## src/rtl/supmod_pkg.sv

```systemverilog
package supmod_pkg;

    localparam int STATE_W = 3;

    typedef enum logic [1:0] {
        CMD_NONE = 2'd0,
        CMD_ADV  = 2'd1,
        CMD_ZERO = 2'd2,
        CMD_ONE  = 2'd3
    } supmod_cmd_e;

    localparam logic [STATE_W-1:0] ST_IDLE   = 3'd0;
    localparam logic [STATE_W-1:0] ST_OSC    = 3'd1;
    localparam logic [STATE_W-1:0] ST_INHIB  = 3'd2;
    localparam logic [STATE_W-1:0] ST_WORD_A = 3'd3;
    localparam logic [STATE_W-1:0] ST_WORD_C = 3'd5;
    localparam logic [STATE_W-1:0] ST_WORD_D = 3'd6;

endpackage

```

## src/rtl/supmod_interval_timer.sv

```systemverilog
module supmod_interval_timer
    import supmod_pkg::*;
#(
    parameter int T1_MIN = 20,
    parameter int T1_MAX = 26,
    parameter int T2_MIN = 53,
    parameter int T2_MAX = 58,
    parameter int T3_MIN = 86,
    parameter int T3_MAX = 91
) (
    input  logic        clk,
    input  logic        rst_n,
    input  logic        restart,
    input  logic        enable,
    input  logic        tick,
    input  logic        mod_evt,
    output supmod_cmd_e cmd_o
);

    localparam int CW = $clog2(T3_MAX + 2);
    localparam logic [CW-1:0] CNT_MAX = '1;

    typedef struct packed {
        logic          armed;
        logic [CW-1:0] cnt;
    } tmr_t;

    tmr_t          tmr_q, tmr_d;
    logic [CW-1:0] meas;

    function automatic supmod_cmd_e classify(input int m);
        if (m >= T1_MIN && m <= T1_MAX) return CMD_ADV;
        if (m >= T2_MIN && m <= T2_MAX) return CMD_ZERO;
        if (m >= T3_MIN && m <= T3_MAX) return CMD_ONE;
        return CMD_NONE;
    endfunction

    always_comb begin
        tmr_d = tmr_q;
        cmd_o = CMD_NONE;
        meas  = (tick && tmr_q.cnt != CNT_MAX) ? tmr_q.cnt + 1'b1 : tmr_q.cnt;
        if (restart || !enable) begin
            tmr_d = '0;
        end else if (mod_evt) begin
            if (!tmr_q.armed) begin
                tmr_d.armed = 1'b1;
                tmr_d.cnt   = '0;
            end else begin
                cmd_o     = classify(int'(meas));
                tmr_d.cnt = (cmd_o != CMD_NONE) ? '0 : meas;
            end
        end else if (tmr_q.armed) begin
            tmr_d.cnt = meas;
        end
    end

    always_ff @(posedge clk or negedge rst_n) begin
        if (!rst_n) tmr_q <= '0;
        else        tmr_q <= tmr_d;
    end

endmodule

```

## src/rtl/supmod_word_bank.sv

```systemverilog
module supmod_word_bank #(
    parameter int               DATA_W    = 8,
    parameter int               NUM_WR    = 3,
    parameter logic [DATA_W-1:0] TYPE_CODE = 8'h21
) (
    input  logic                           clk,
    input  logic                           rst_n,
    input  logic                           wr_en,
    input  logic [$clog2(NUM_WR+1)-1:0]    wr_sel,
    input  logic [DATA_W-1:0]              wr_data,
    input  logic [$clog2(NUM_WR+1)-1:0]    rd_sel,
    output logic [DATA_W-1:0]              rd_word
);

    localparam int SEL_W = $clog2(NUM_WR + 1);

    logic [DATA_W-1:0] word_q [NUM_WR];

    for (genvar g = 0; g < NUM_WR; g++) begin : g_word
        logic [DATA_W-1:0] word_d;
        always_comb begin
            word_d = word_q[g];
            if (wr_en && wr_sel == SEL_W'(g)) word_d = wr_data;
        end
        always_ff @(posedge clk or negedge rst_n) begin
            if (!rst_n) word_q[g] <= '0;
            else        word_q[g] <= word_d;
        end
    end

    always_comb begin
        rd_word = TYPE_CODE;
        for (int i = 0; i < NUM_WR; i++) begin
            if (rd_sel == SEL_W'(i)) rd_word = word_q[i];
        end
    end

endmodule

```

## src/rtl/supmod_prog_decoder.sv

```systemverilog
module supmod_prog_decoder
    import supmod_pkg::*;
#(
    parameter int               DATA_W        = 8,
    parameter int               TIMEOUT_TICKS = 65536,
    parameter logic [DATA_W-1:0] TYPE_CODE     = 8'h21
) (
    input  logic              clk,
    input  logic              rst_n,
    input  logic              tick,
    input  logic              start_evt,
    input  logic              stop_evt,
    input  logic              store_evt,
    input  logic              mod_evt,
    input  logic              osc_div_in,
    input  logic              inhib_in,
    output logic [2:0]        inst_state,
    output logic [DATA_W-1:0] shift_reg,
    output logic              wr_req,
    output logic [1:0]        wr_sel,
    output logic [DATA_W-1:0] wr_data,
    output logic              load_en
);

    localparam int NUM_WR = int'(ST_WORD_C - ST_WORD_A) + 1;
    localparam int SEL_W  = $clog2(NUM_WR + 1);
    localparam int IW     = $clog2(TIMEOUT_TICKS + 1);
    localparam logic [IW-1:0] IDLE_MAX = '1;

    typedef struct packed {
        logic [STATE_W-1:0] inst;
        logic [DATA_W-1:0]  sr;
        logic [IW-1:0]      idle;
        logic               wr_req;
        logic [SEL_W-1:0]   wr_sel;
        logic [DATA_W-1:0]  wr_data;
    } dec_t;

    dec_t               dec_q, dec_d;
    supmod_cmd_e        cmd;
    logic               store_ok;
    logic [SEL_W-1:0]   word_sel;
    logic [STATE_W-1:0] word_off;
    logic [DATA_W-1:0]  rd_word;
    logic [DATA_W-1:0]  merged;
    logic [IW-1:0]      idle_next;
    logic               active;

    assign active   = (dec_q.inst != ST_IDLE);
    assign word_off = dec_q.inst - ST_WORD_A;
    assign word_sel = (dec_q.inst >= ST_WORD_A) ? word_off[SEL_W-1:0] : '0;
    assign merged   = rd_word | dec_q.sr;

    supmod_interval_timer u_timer (
        .clk     (clk),
        .rst_n   (rst_n),
        .restart (start_evt),
        .enable  (active),
        .tick    (tick),
        .mod_evt (mod_evt),
        .cmd_o   (cmd)
    );

    supmod_word_bank #(
        .DATA_W    (DATA_W),
        .NUM_WR    (NUM_WR),
        .TYPE_CODE (TYPE_CODE)
    ) u_bank (
        .clk     (clk),
        .rst_n   (rst_n),
        .wr_en   (store_ok),
        .wr_sel  (word_sel),
        .wr_data (merged),
        .rd_sel  (word_sel),
        .rd_word (rd_word)
    );

    always_comb begin
        dec_d        = dec_q;
        dec_d.wr_req = 1'b0;
        store_ok     = 1'b0;
        idle_next    = (tick && dec_q.idle != IDLE_MAX) ? dec_q.idle + 1'b1 : dec_q.idle;
        if (start_evt) begin
            dec_d.inst = ST_OSC;
            dec_d.sr   = '0;
            dec_d.idle = '0;
        end else if (stop_evt) begin
            dec_d.inst = ST_IDLE;
            dec_d.idle = '0;
        end else if (store_evt) begin
            dec_d.inst = ST_IDLE;
            dec_d.idle = '0;
            if (dec_q.inst >= ST_WORD_A && dec_q.inst <= ST_WORD_C) begin
                store_ok      = 1'b1;
                dec_d.wr_req  = 1'b1;
                dec_d.wr_sel  = word_sel;
                dec_d.wr_data = merged;
            end
        end else if (active) begin
            unique case (cmd)
                CMD_ADV:  if (dec_q.inst < ST_WORD_D) dec_d.inst = dec_q.inst + 3'd1;
                CMD_ZERO: dec_d.sr = {1'b0, dec_q.sr[DATA_W-1:1]};
                CMD_ONE:  dec_d.sr = {1'b1, dec_q.sr[DATA_W-1:1]};
                default:  ;
            endcase
            if (mod_evt) begin
                dec_d.idle = '0;
            end else begin
                dec_d.idle = idle_next;
                if (int'(idle_next) >= TIMEOUT_TICKS) begin
                    dec_d.inst = ST_IDLE;
                    dec_d.idle = '0;
                end
            end
        end
    end

    always_ff @(posedge clk or negedge rst_n) begin
        if (!rst_n) dec_q <= '0;
        else        dec_q <= dec_d;
    end

    always_comb begin
        unique case (dec_q.inst)
            ST_OSC:   load_en = osc_div_in;
            ST_INHIB: load_en = inhib_in;
            ST_IDLE:  load_en = 1'b0;
            default:  load_en = (dec_q.inst <= ST_WORD_D) && |(rd_word & dec_q.sr);
        endcase
    end

    assign inst_state = dec_q.inst;
    assign shift_reg  = dec_q.sr;
    assign wr_req     = dec_q.wr_req;
    assign wr_sel     = dec_q.wr_sel;
    assign wr_data    = dec_q.wr_data;

endmodule

```

## config.mk

```make
export PLATFORM = sky130hd
export DESIGN_NAME = supmod_prog_decoder
export DESIGN_NICKNAME = d
export VERILOG_FILES = /design/src/rtl/supmod_pkg.sv /design/src/rtl/supmod_interval_timer.sv /design/src/rtl/supmod_word_bank.sv /design/src/rtl/supmod_prog_decoder.sv
export SDC_FILE = /design/constraint.sdc
export NUM_CORES = 1
export LEC_CHECK = 0
export ABC_CLOCK_PERIOD_IN_PS = 4200
export BUFFER_PORTS_ARGS = -buffer_cell sky130_fd_sc_hd__buf_2
export CORE_UTILIZATION = 45
export CTS_CLUSTER_SIZE = 40
export DETAILED_ROUTE_END_ITERATION = 10
export GPL_TIMING_DRIVEN = 0
export SETUP_SLACK_MARGIN = 0.5
export SYNTH_ARGS = -nofsm -noshare
export SYNTH_HDL_FRONTEND = slang
export SYNTH_SLANG_ARGS = --single-unit
```

## constraint.sdc

```tcl
create_clock -name clk -period 4.2 [get_ports clk]
set_input_delay 0.84 -clock clk [delete_from_list [all_inputs] [get_ports clk]]
set_output_delay 0.84 -clock clk [all_outputs]
set_load 0.03 [all_outputs]
```

# --- After elaboration in Yosys (flattened, before gate mapping) ---
# Cells that the tools add are included.
classes:
  addsub: 4
  multipliers: 0
  div_mod_pow: 0
  order_cmp: 11
  n_eq_ne: 11
  shift: 0
  mux: 63
  bitwise_logic: 4
  n_reduce_logical: 24
ops:
  columns: ["operator", "n"]
  rows:
  - ["$mux W17", 5]
  - ["$mux W28", 2]
  - ["$mux W8", 6]
  - ["$mux W11", 4]
  - ["$mux W7", 5]
  - ["$mux W2", 13]
  - ["$mux W1", 20]
  - ["$mux W3", 6]
  - ["$add A17 B1 Y17 const B", 1]
  - ["$ge A17 B17 Y1 const B", 1]
  - ["$ne A17 B17 Y1 const B", 1]
  - ["$pmux W8 S2", 1]
  - ["$logic_and A1 B1 Y1", 10]
  - ["$reduce_bool A3 Y1", 3]
  - ["$and A8 B8 Y8", 1]
  - ["$or A8 B8 Y8", 1]
  - ["$reduce_and A4 Y1", 2]
  - ["$reduce_or A8 Y1", 1]
  - ["$add A7 B1 Y7 const B", 1]
  - ["$ge A7 B5 Y1 const B", 1]
  - ["$ge A7 B6 Y1 const B", 1]
  - ["$ge A7 B7 Y1 const B", 1]
  - ["$le A7 B5 Y1 const B", 1]
  - ["$le A7 B6 Y1 const B", 1]
  - ["20 further kinds", 28]
totals:
  reg_bits: 71
  latch_bits: 0
  ram_bits: 0
  romBits: 0
  out_inout_bits: 23
  word_cells: 128
  mem_count: 0

# --- Longest topological paths before layout ---
# Gate-level depths: netlist of the first run.
logic_depth:
  word_depth: 35
  ltp_mapped: 15

# --- By module ---
# Synthesis of the first run repeated with hierarchy kept, for this count alone.
hier_totals:
  hier_cells: 407
  hier_area_um2: 4270.3
modules_own_cells:
  columns: ["mod", "instances", "cells_per_inst", "area_each_um2", "seq_area_each_um2"]
  rows:
  - ["supmod_prog_decoder", 1, 237, 2333.5, 975.9]
  - ["supmod_word_bank", 1, 71, 1087.3, 600.6]
  - ["supmod_interval_timer", 1, 99, 849.6, 200.2]

# --- Worst setup path after synthesis of the first run ---
# Ideal clock, no wire load.
synth_timing:
  kind: "register to output"
  startpoint: "register dec_q (netlist bit inst_state[0])"
  endpoint: "output port load_en"
  arrival_time_ps: 2787
  setup_slack_ps: 573
  path_stages_with_launch: 10
  n_path_buf: 1
  cell_sequence: "dfrtp_1 -> clkbuf_1 -> inv_1 -> ha_1 -> nor3_1 -> a22oi_1 -> a21oi_1 -> a222oi_1 -> and4_1 -> o22ai_1"
synth_between:
  elab_chain_cells: 10
  word_cells_on_any_way: 17
  cone_classes: "1 x add/sub; 2 x order compare; 4 x eq/ne; 5 x mux; 1 x bitwise; 4 x reduce/logical"
synth_rtl:
  columns: ["item", "line_no", "source"]
  rows:
  - ["from (decl)", "supmod_prog_decoder.sv:39", "dec_t dec_q, dec_d;"]
  - ["from (signal assigned)", "supmod_prog_decoder.sv:119", "if (!rst_n) dec_q <= '0;"]
  - ["from (signal assigned)", "supmod_prog_decoder.sv:120", "else dec_q <= dec_d;"]
  - ["$ge A3 B2 Y1 or $sub A2 B2 Y2 (tied branches)", "supmod_prog_decoder.sv:51, supmod_prog_decoder.sv:50", null]
  - ["$mux W2", "supmod_prog_decoder.sv:51", "assign word_sel = (dec_q.inst >= ST_WORD_A) ? word_off[SEL_W-1:0] : '0;"]
  - ["$logic_not A2 Y1", "supmod_word_bank.sv:34", "if (rd_sel == SEL_W'(i)) rd_word = word_q[i];"]
  - ["$mux W8 (3 in series)", "supmod_word_bank.sv:34", null]
  - ["$and A8 B8 Y8", "supmod_prog_decoder.sv:128", "default: load_en = (dec_q.inst <= ST_WORD_D) && |(rd_word & dec_q.sr);"]
  - ["$reduce_or A8 Y1", "supmod_prog_decoder.sv:128", null]
  - ["$logic_and A1 B1 Y1", "supmod_prog_decoder.sv:128", null]
  - ["$pmux W1 S3 (*)", "supmod_prog_decoder.sv:124", "unique case (dec_q.inst)"]
  - ["to (decl)", "supmod_prog_decoder.sv:22", "output logic load_en"]
# Mark *: on every way between the ends. The rest lies on a longest branch, timed or not.

# --- Final worst setup path of the first run ---
layout_timing:
  startpoint: "register dec_q (netlist bit inst_state[1])"
  endpoint: "output port load_en"
# Same word-level chain as after synthesis.

==> results.yml, run 1 <==
clocking:
  cts_root_buffer: "sky130_fd_sc_hd__clkbuf_8"
  clock_insertion_delay_worst_skew_ns: 0.35
  tritoncts_num_sinks: 71
  clkSlewWorstSetupHoldPaths_ns: 0.08
  clock_tree_from_tritoncts: "done"
  cts.hold.buffers_added: 0
  ctsHtreeMaxLevel: 3
  ctsLongestPathBuffers: 2
  inserted_clock_buffers: 9
finish:
  layout_top_registers: "u_bank.word_q x24, dec_q x17"
  layout.cells.most_common_list: "sky130_fd_sc_hd__dfrtp_1 (70), sky130_fd_sc_hd__nand2_1 (63), sky130_fd_sc_hd__o21ai_0 (52), sky130_fd_sc_hd__nor2_1 (39), sky130_fd_sc_hd__buf_2 (32)"
  fin_nets: 521
  proportion_of_layout_cells_with_a_drive_suffix_above_1_pct: 19.4
  fill_cells: 822
  largest_register_ffs: 24
  most_frequent_standard_cell_in_the_layout_excluding_fill_and_tap_cells: "sky130_fd_sc_hd__dfrtp_1"
  post-route-util_pct: 54.3
  largest_register: "u_bank.word_q"
  num_antenna_cells: 0
  syn_to_final_growth_pct: 14.5
route:
  via_count: 3446
  drt_pre_antenna_iters: 7
  post_drt_via_cell_ratio: 5.61
  ant_nets: 0
  routedWlPerCell_um: 15.1
  first_iter_violations: 163
  remaining_drc_errors: 0
  routed_wl_um: 9300
critical_path:
  criticalPathCategory: "flip-flop to output port"
  startpoint_of_the_worst_setup_timing_path: "inst_state[1]"
  worst_path_most_repeated_cell: "sky130_fd_sc_hd__ha_1"
  path_delay_family: "compound AO/OA/AOI/OAI gates"
  crit_path_cell_trace: "ha_1 -> ha_1 -> o31a_1 -> and2_4 -> a222oi_1 -> nor2b_1 -> a21oi_1 -> and4_1 -> o22ai_1 -> buf_4"
  setup.worst_path.end_class: "output port"
  crit_buf_inv: 1
  cpMaxStageDelayCell: "sky130_fd_sc_hd__dfrtp_2"
  timing.critical_path.slowest_cell_delay_ns: 0.45
  reg2reg_setup_slack_ns: 0.89
  cp.required_ns: 3.36
  worst_setup_path_start_kind: "flip-flop"
  crit_fanout: 7
  regToRegStartpoint: "dec_q[14]"
  worstPathArrival_ns: 2.81
timing:
  tns_ns: 0
  timing.final.hold_violations: 0
  fmaxAchievable_mhz: 274
  skew_ns: 0.00790
  post-route-period-util_pct: 86.9
  worst_slew_margin_rel_pct: 45.2
  whs_ns: 0.432
  finalSetupViolations: 0
  rsz_0062_raised_after_global_routing: "yes"
  final_critical_path_setup_slack_ns: 0.549
  slew_violations: 0
  period_needed_ns: 3.65
  worst_slew_pin_slew_ns: 0.815
pwr:
  power_density_nw_per_um2: 274
  max-vdd-ir-drop_mv: 0.143
  leakage_power_nw: 1.99
synthesis:
  synth-seq-area-share_pct: 44.7
  asyncSetResetFlopFracSynth_pct: 100
  synth_cell_type_count: 56
  synth-main-ff-cell: "sky130_fd_sc_hd__dfrtp_1"
  ys_ff_latch: 71
  synth_enable_flop_cells: 0
  synthesis.nets: 473
  synth-warning-count: 0
  syn-instance-count: 456
  average_cell_area_after_synthesis_um2: 8.71
  syn_area_um2: 3970
floorplan:
  floorplan.io_pins: 32
  initial_utilization_pct: 47.4
  die_x_um: 96.0
  rows: 33
  die_area_um2: 9210
  die_h_um: 96.0
  fp.coreArea_um2: 8380
placement:
  place_worst_setup_slack_ns: 0.0367
  port-buffer-count: 30
  gp_congestion: 0.841
  dp.final_hpwl_um: 6770
run:
  maxCapViolCount: 0
grt:
  vias_in_the_first_global_route: 3189
  grt_max_degree: 38
  grt_pass1_wl_um: 15700
  globalRouteTotalUtil_pct: 22.6
  gr-total-overflow: 0
  number_of_antenna_violations_at_the_first_check_in_global_routing: 0
worst_hold_path:
  worst_hold_class: "input pin to async pin"
outcome:
  status: "finished clean"
[final timing paths]
kind                                    endpoint  cells after the start
worst max-delay path                     load_en                     10
worst min-delay path            u_timer.tmr_q[1]                      1
worst max register to register         dec_q[25]                     14
worst min register to register  u_bank.word_q[1]                      2
max in group asynchronous       u_bank.word_q[4]                      2
min in group clk                u_bank.word_q[1]                      2
[metal layers]
| layer | vias up | GRT usage (%) | part of all wire, % |
|---|---|---|---|
| li1 | 1706 | - | - |
| met1 | 1640 | 32.4 | 51 |
| met2 | 82 | 34.3 | 44 |
| met3 | 18 | 3.55 | 3.6 |
| met4 | 0 | 8.46 | 1.9 |
| met5 | - | 0 | 0 |
[logic make-up after synthesis]
| family | share of synthesized area (%) |
|---|---|
| and+or+nand+nor | 20.6 |
| muxes | 0.787 |
| xor gates and xnor gates | 2.87 |
| AOI/OAI and AO/OA | 21.0 |
| DFF | 44.7 |
| adders and majority gates | 2.52 |
| buffers and inverters | 7.50 |
[where the power goes]
part / internal [mW] / total, mW / switching, mW
Clock: 0.214 / 0.486 / 0.273
Sequential: 0.685 / 0.686 / 0.00150
Combinational: 0.0243 / 0.0761 / 0.0519
Total: 0.923 / 1.25 / 0.326
[layout make-up]
cell class              count  area (um2)  area share, %
plain buffers              42         260           5.72
clock buffers               9         124           2.72
clock inverters             7        48.8           1.07
inverters                  14        52.6           1.16
multi-input cells         329        1930           42.5
flip-flops and latches     71        1780           39.1
well taps                 105         131           2.89
repair buffers             37         220           4.84
[synthesized netlist by cell type (all sizes together) (3+ instances only)]
master | count | area [um2]
o31ai | 4 | 30.0
nand2b | 6 | 37.5
inv | 14 | 52.6
and2 | 4 | 25.0
clkbuf | 16 | 60.1
a21oi | 19 | 95.1
ha | 8 | 100
a21o | 3 | 22.5
nor2 | 40 | 150
or2 | 3 | 18.8
o22ai | 3 | 18.8
nor4 | 3 | 18.8
a222oi | 3 | 30.0
a22oi | 5 | 37.5
a31oi | 8 | 50.1
xor2 | 6 | 52.6
dfrtp | 71 | 1780
nand2 | 63 | 236
o21ai | 54 | 270
nor3 | 16 | 80.1
xnor2 | 7 | 61.3
buf | 26 | 185
nand3 | 15 | 75.1
nand4 | 5 | 31.3
o41ai | 3 | 26.3
nor2b | 5 | 31.3
or4 | 3 | 26.3
and3 | 6 | 37.5
[stage by stage]
step	total power, mW	std cells	area, um2
global placement	0.766	591	4250
finish	1.25	614	4550
floorplan	0.735	456	3970
CTS	1.26	610	4500
global route	1.30	614	4550
detailed placement	0.769	592	4280
[repair_timing]
item / 4_1_cts / 5_1_grt
setup endpoints to repair: 1 / 3
resized for setup: 15 / 5
setup buffers: 2 / 4
pin swaps: 2 / 2
Power figures use the tool's default switching activity.
==> run 2, diff against run 1 <==
- PLACE_DENSITY_LB_ADDON: unset -> 0.25
==> run 2 against run 1 <==
First-iteration DRC count grew 36%. Clock power grew 5.8%. Non-clock buffer count grew 10. Global-route usage shrank 0.86 points. Flip-flop and latch count is the same.
==> results.yml, run 2 (synthesis results as in run 1) <==
outcome:
  status: "finished clean"
route:
  drt_pre_antenna_iters: 5
  remaining_drc_errors: 0
  routed_wl_um: 9070
  ant_nets: 0
  post_drt_via_cell_ratio: 5.58
  routedWlPerCell_um: 14.5
  via_count: 3480
  first_iter_violations: 222
critical_path:
  crit_fanout: 5
  cp.required_ns: 3.36
  worst_setup_path_start_kind: "flip-flop"
  startpoint_of_the_worst_setup_timing_path: "inst_state[0]"
  cpMaxStageDelayCell: "sky130_fd_sc_hd__dfrtp_2"
  worstPathArrival_ns: 2.80
  crit_path_cell_trace: "ha_4 -> ha_4 -> o31a_1 -> and2_4 -> a222oi_1 -> nor2b_1 -> a21oi_2 -> and4_4 -> o22ai_2 -> buf_6"
  timing.critical_path.slowest_cell_delay_ns: 0.45
  criticalPathCategory: "flip-flop to output port"
  setup.worst_path.end_class: "output port"
  regToRegStartpoint: "inst_state[0]"
  worst_path_most_repeated_cell: "sky130_fd_sc_hd__ha_4"
floorplan:
  fp.coreArea_um2: 8380
  initial_utilization_pct: 47.4
  die_h_um: 96.0
  floorplan.io_pins: 32
  die_x_um: 96.0
  rows: 33
  die_area_um2: 9210
finish:
  layout.cells.most_common_list: "sky130_fd_sc_hd__dfrtp_1 (69), sky130_fd_sc_hd__nand2_1 (63), sky130_fd_sc_hd__o21ai_0 (52), sky130_fd_sc_hd__buf_4 (40), sky130_fd_sc_hd__nor2_1 (39)"
  largest_register_ffs: 24
  post-route-util_pct: 55.8
  num_antenna_cells: 0
  largest_register: "u_bank.word_q"
  most_frequent_standard_cell_in_the_layout_excluding_fill_and_tap_cells: "sky130_fd_sc_hd__dfrtp_1"
  proportion_of_layout_cells_with_a_drive_suffix_above_1_pct: 22.2
  fin_nets: 531
  syn_to_final_growth_pct: 17.7
  layout_top_registers: "u_bank.word_q x24, dec_q x17"
timing:
  post-route-period-util_pct: 86.8
  whs_ns: 0.478
  worst_slew_margin_rel_pct: 39.4
  tns_ns: 0
  slew_violations: 0
  skew_ns: 0.0112
  worst_slew_pin_slew_ns: 0.901
  period_needed_ns: 3.64
  timing.final.hold_violations: 0
  rsz_0062_raised_after_global_routing: "yes"
  fmaxAchievable_mhz: 274
  finalSetupViolations: 0
run:
  maxCapViolCount: 0
pwr:
  max-vdd-ir-drop_mv: 0.220
  power_density_nw_per_um2: 272
  leakage_power_nw: 2.05
  report.power.total_mw: 1.27
placement:
  gp_congestion: 0.837
  dp.final_hpwl_um: 6320
  port-buffer-count: 30
clocking:
  ctsLongestPathBuffers: 2
  cts_root_buffer: "sky130_fd_sc_hd__clkbuf_8"
  clkSlewWorstSetupHoldPaths_ns: 0.08
  clock_insertion_delay_worst_skew_ns: 0.35
  ctsHtreeMaxLevel: 3
  inserted_clock_buffers: 9
  tritoncts_num_sinks: 71
  clock_tree_from_tritoncts: "done"
  cts.hold.buffers_added: 0
worst_hold_path:
  hold_path.startpoint: "dec_q[26]"
  worst_hold_class: "flip-flop to flip-flop"
grt:
  gr-total-overflow: 0
  grt_pass1_wl_um: 15400
  number_of_antenna_violations_at_the_first_check_in_global_routing: 0
  grt_max_degree: 72
  globalRouteTotalUtil_pct: 21.7
  vias_in_the_first_global_route: 3220
run 2: cell types whose count changed in the layout (fill, tap and decap cells not counted), sizes merged:
cell,change
clkbuf,-1
clkinvlp,-2
clkinv,-1
buf,+11
inv,+3
run 2: cell type report:
class / count / area, um2
multi-input combinational: 329 / 1970
buffer: 42 / 269
clock buffer: 9 / 124
clock inverter: 7 / 61.3
timing repair buffer: 47 / 287
fill: 767 / 3710
tap: 105 / 131
inverter: 14 / 55.1
sequential: 71 / 1780
run 2: path summary, 6_finish.rpt:
| kind | depth (start not counted) | slack (ns) | endpoint |
|---|---|---|---|
| worst min register to register | 1 | 0.48 | dec_q[26] |
| min in group asynchronous | 1 | 0.60 | dec_q[11] |
| worst max-delay path | 10 | 0.56 | load_en |
| worst min-delay path | 1 | 0.48 | dec_q[26] |
| max in group asynchronous | 1 | 2.97 | inst_state[1] |
| worst max register to register | 18 | 0.83 | u_bank.word_q[4] |
run 2: timing repair:
item                       in CTS  in global routing
buffers inserted               13                  4
pin swaps                       2                  5
resized for setup              15                 17
setup endpoints to repair       1                  2
run 2: where the power goes:
| group | internal [mW] | switching (mW) | leakage, nW |
|---|---|---|---|
| sequential | 0.685 | 0.00174 | 0.986 |
| combinational | 0.0218 | 0.0503 | 0.978 |
| clock | 0.225 | 0.288 | 0.0888 |
| total | 0.932 | 0.340 | 2.05 |
run 2: layer usage:
layer	part of all wire, %	wire (um)	track usage [%]
met1	49	4400	31.0
met2	45	4110	32.9
met3	4.5	409	3.55
met4	1.7	152	8.71
met5	0	0	0
run 2: through the flow:
stage	setup WS [ns]	std cells	instance area (um2)
2_1_floorplan	0.573	456	3970
3_3_place_gp	0.164	591	4250
5_1_grt	0.365	624	4670
4_1_cts	0.508	620	4590
6_report	0.556	624	4670
3_5_place_dp	0.171	591	4260
run 2: critical path: cells and delay by family (launching register included):
family / cells / cell delay (ns)
compound gates: 4 / 0.99
fa+ha+maj: 2 / 0.34
buf+inv: 1 / 0.14
flops: 1 / 0.45
simple gates: 3 / 0.54
==> run 3, diff against run 2 <==
- CELL_PAD_IN_SITES_DETAIL_PLACEMENT: unset -> 0
- CELL_PAD_IN_SITES_GLOBAL_PLACEMENT: unset -> 1
- REMOVE_ABC_BUFFERS: unset -> 1
==> run 3 against run 2 <==
Hold slack lost 0.059 ns. Sequential power is essentially flat. Cell area fell by 3.1%. Total power up 11%. Worst setup slack worse by 0.0082 ns. Combinational power shrank 0.8%. Critical path depth unchanged. Clock power increased by 26%. Die area unchanged. Clock skew is 0.0043 ns lower. Maximum frequency fell by 0.22%. Critical path type unchanged. Critical endpoint unchanged.
==> results.yml, run 3 (synthesis results as in run 1) <==
route:
  first_iter_violations: 105
  routed_wl_um: 9260
  routedWlPerCell_um: 15.7
  post_drt_via_cell_ratio: 5.69
  remaining_drc_errors: 0
  ant_nets: 0
  via_count: 3349
  drt_pre_antenna_iters: 5
floorplan:
  die_x_um: 96.0
  die_h_um: 96.0
  die_area_um2: 9210
  fp.coreArea_um2: 8380
  rows: 33
  initial_utilization_pct: 47.4
  floorplan.io_pins: 32
grt:
  gr-total-overflow: 0
  globalRouteTotalUtil_pct: 21.5
  grt_pass1_wl_um: 15000
  grt_max_degree: 42
  number_of_antenna_violations_at_the_first_check_in_global_routing: 0
  vias_in_the_first_global_route: 3074
finish:
  layout.cells.most_common_list: "sky130_fd_sc_hd__dfrtp_1 (68), sky130_fd_sc_hd__nand2_1 (63), sky130_fd_sc_hd__o21ai_0 (52), sky130_fd_sc_hd__nor2_1 (39), sky130_fd_sc_hd__buf_2 (29)"
  proportion_of_layout_cells_with_a_drive_suffix_above_1_pct: 19.2
  largest_register_ffs: 24
  fill_cells: 806
  syn_to_final_growth_pct: 14.0
  num_antenna_cells: 0
  fin_nets: 497
  area_of_the_multi_input_gates_um2: 1990
  most_frequent_standard_cell_in_the_layout_excluding_fill_and_tap_cells: "sky130_fd_sc_hd__dfrtp_1"
  largest_register: "u_bank.word_q"
  post_layout_instance_area_um2: 4530
  layout_top_registers: "u_bank.word_q x24, dec_q x17"
  final-seq-area_um2: 1780
timing:
  finalSetupViolations: 0
  rsz_0062_raised_after_global_routing: "yes"
  slew_violations: 0
  final_critical_path_setup_slack_ns: 0.548
  worst_slew_margin_rel_pct: 54.9
  fmaxAchievable_mhz: 274
  worst_slew_pin_slew_ns: 0.674
  skew_ns: 0.00688
  post-route-period-util_pct: 87.0
  period_needed_ns: 3.65
  timing.final.hold_violations: 0
clocking:
  ctsLongestPathBuffers: 2
  ctsHtreeMaxLevel: 3
  clock_tree_from_tritoncts: "done"
  tritoncts_num_sinks: 71
  cts_root_buffer: "sky130_fd_sc_hd__clkbuf_8"
  inserted_clock_buffers: 9
  clock_insertion_delay_worst_skew_ns: 0.35
  clkSlewWorstSetupHoldPaths_ns: 0.08
critical_path:
  worstPathArrival_ns: 2.81
  setup.worst_path.end_class: "output port"
  crit_fanout: 4
  criticalPathCategory: "flip-flop to output port"
  cp.required_ns: 3.36
  worst_setup_path_start_kind: "flip-flop"
placement:
  gp_congestion: 0.855
  detailed_place.area_um2: 4050
  dp.final_hpwl_um: 6120
  place_worst_setup_slack_ns: -0.0944
  port-buffer-count: 31
outcome:
  status: "finished clean"
pwr:
  leakage_power_nw: 1.94
  max-vdd-ir-drop_mv: 0.155
  power_density_nw_per_um2: 310
run:
  maxCapViolCount: 0
worst_hold_path:
  worst_hold_class: "input pin to async pin"
run 3: changes by cell type in the layout (fill, tap and decap cells not counted), moves of 2 or more:
| cell | delta |
|---|---|
| sky130_fd_sc_hd__buf_8 | -2 |
| sky130_fd_sc_hd__buf_4 | -17 |
| sky130_fd_sc_hd__clkbuf_1 | -11 |
| sky130_fd_sc_hd__bufinv_16 | +3 |
| sky130_fd_sc_hd__clkinvlp_4 | -2 |
| sky130_fd_sc_hd__inv_6 | -3 |
| sky130_fd_sc_hd__buf_2 | -3 |
run 3: timing repair:
| item | 4_1_cts | 5_1_grt |
|---|---|---|
| setup buffers | 18 | 3 |
| hold buffers | 0 | 0 |
| pin swaps | 5 | 7 |
| cloned | 0 | 1 |
| setup endpoints to repair | 1 | 1 |
| resized for setup | 13 | 10 |
run 3: worst paths after layout:
| check | to | start | cells after the start | slack [ns] |
|---|---|---|---|---|
| max | load_en | inst_state[1] | 10 | 0.55 |
| min | u_bank.word_q[19] | rst_n | 1 | 0.42 |
| max reg2reg | u_bank.word_q[12] | inst_state[1] | 20 | 0.79 |
| min reg2reg | wr_data[3] | wr_data[3] | 2 | 0.48 |
| max in group asynchronous | inst_state[1] | rst_n | 2 | 3.20 |
| min in group clk | wr_data[3] | wr_data[3] | 2 | 0.48 |
run 3: layout make-up:
cell class	count	share of cell area [%]
tap	105	2.90
inverter	14	1.16
clock inverter	4	2.10
sequential	71	39.3
timing repair buffer	54	7.71
clock buffer	11	2.90
multi-input combinational	330	43.9
run 3: report_power, final:
part           leakage, nW  internal, mW  total (mW)  switching (mW)
logic                0.846        0.0215      0.0715          0.0499
registers            0.984         0.685       0.688         0.00326
clock network        0.113         0.391       0.646           0.255
run 3: through the flow:
stage	hold slack [ns]	total power, mW	instances	util (%)	setup TNS, ns
floorplan	0.445	0.729	414	-	0
global placement	0.457	0.762	550	47.9	0
detailed placement	0.462	0.765	552	48.3	-0.0944
CTS	0.422	1.41	585	53.0	0
global route	0.436	1.45	589	54.0	0
finish	0.419	1.41	589	54.0	0
run 3: layer usage:
layer | vias to the layer above | GRT usage [%] | routed length, um
met5 | - | 0 | 0
met3 | 11 | 3.87 | 274
met2 | 57 | 34.5 | 4370
li1 | 1662 | - | -
met1 | 1619 | 29.5 | 4490
met4 | 0 | 6.97 | 120
run 3: critical path, stage by stage, from the launching register on:
cell and delay [ns]:
sky130_fd_sc_hd__dfrtp_2 0.45, sky130_fd_sc_hd__ha_4 0.18, sky130_fd_sc_hd__ha_4 0.15, sky130_fd_sc_hd__o31a_1 0.28, sky130_fd_sc_hd__and2_4 0.20, sky130_fd_sc_hd__a222oi_1 0.46, sky130_fd_sc_hd__nor2b_1 0.13, sky130_fd_sc_hd__a21oi_2 0.14
sky130_fd_sc_hd__and4_4 0.25, sky130_fd_sc_hd__o22ai_2 0.08, sky130_fd_sc_hd__buf_6 0.14
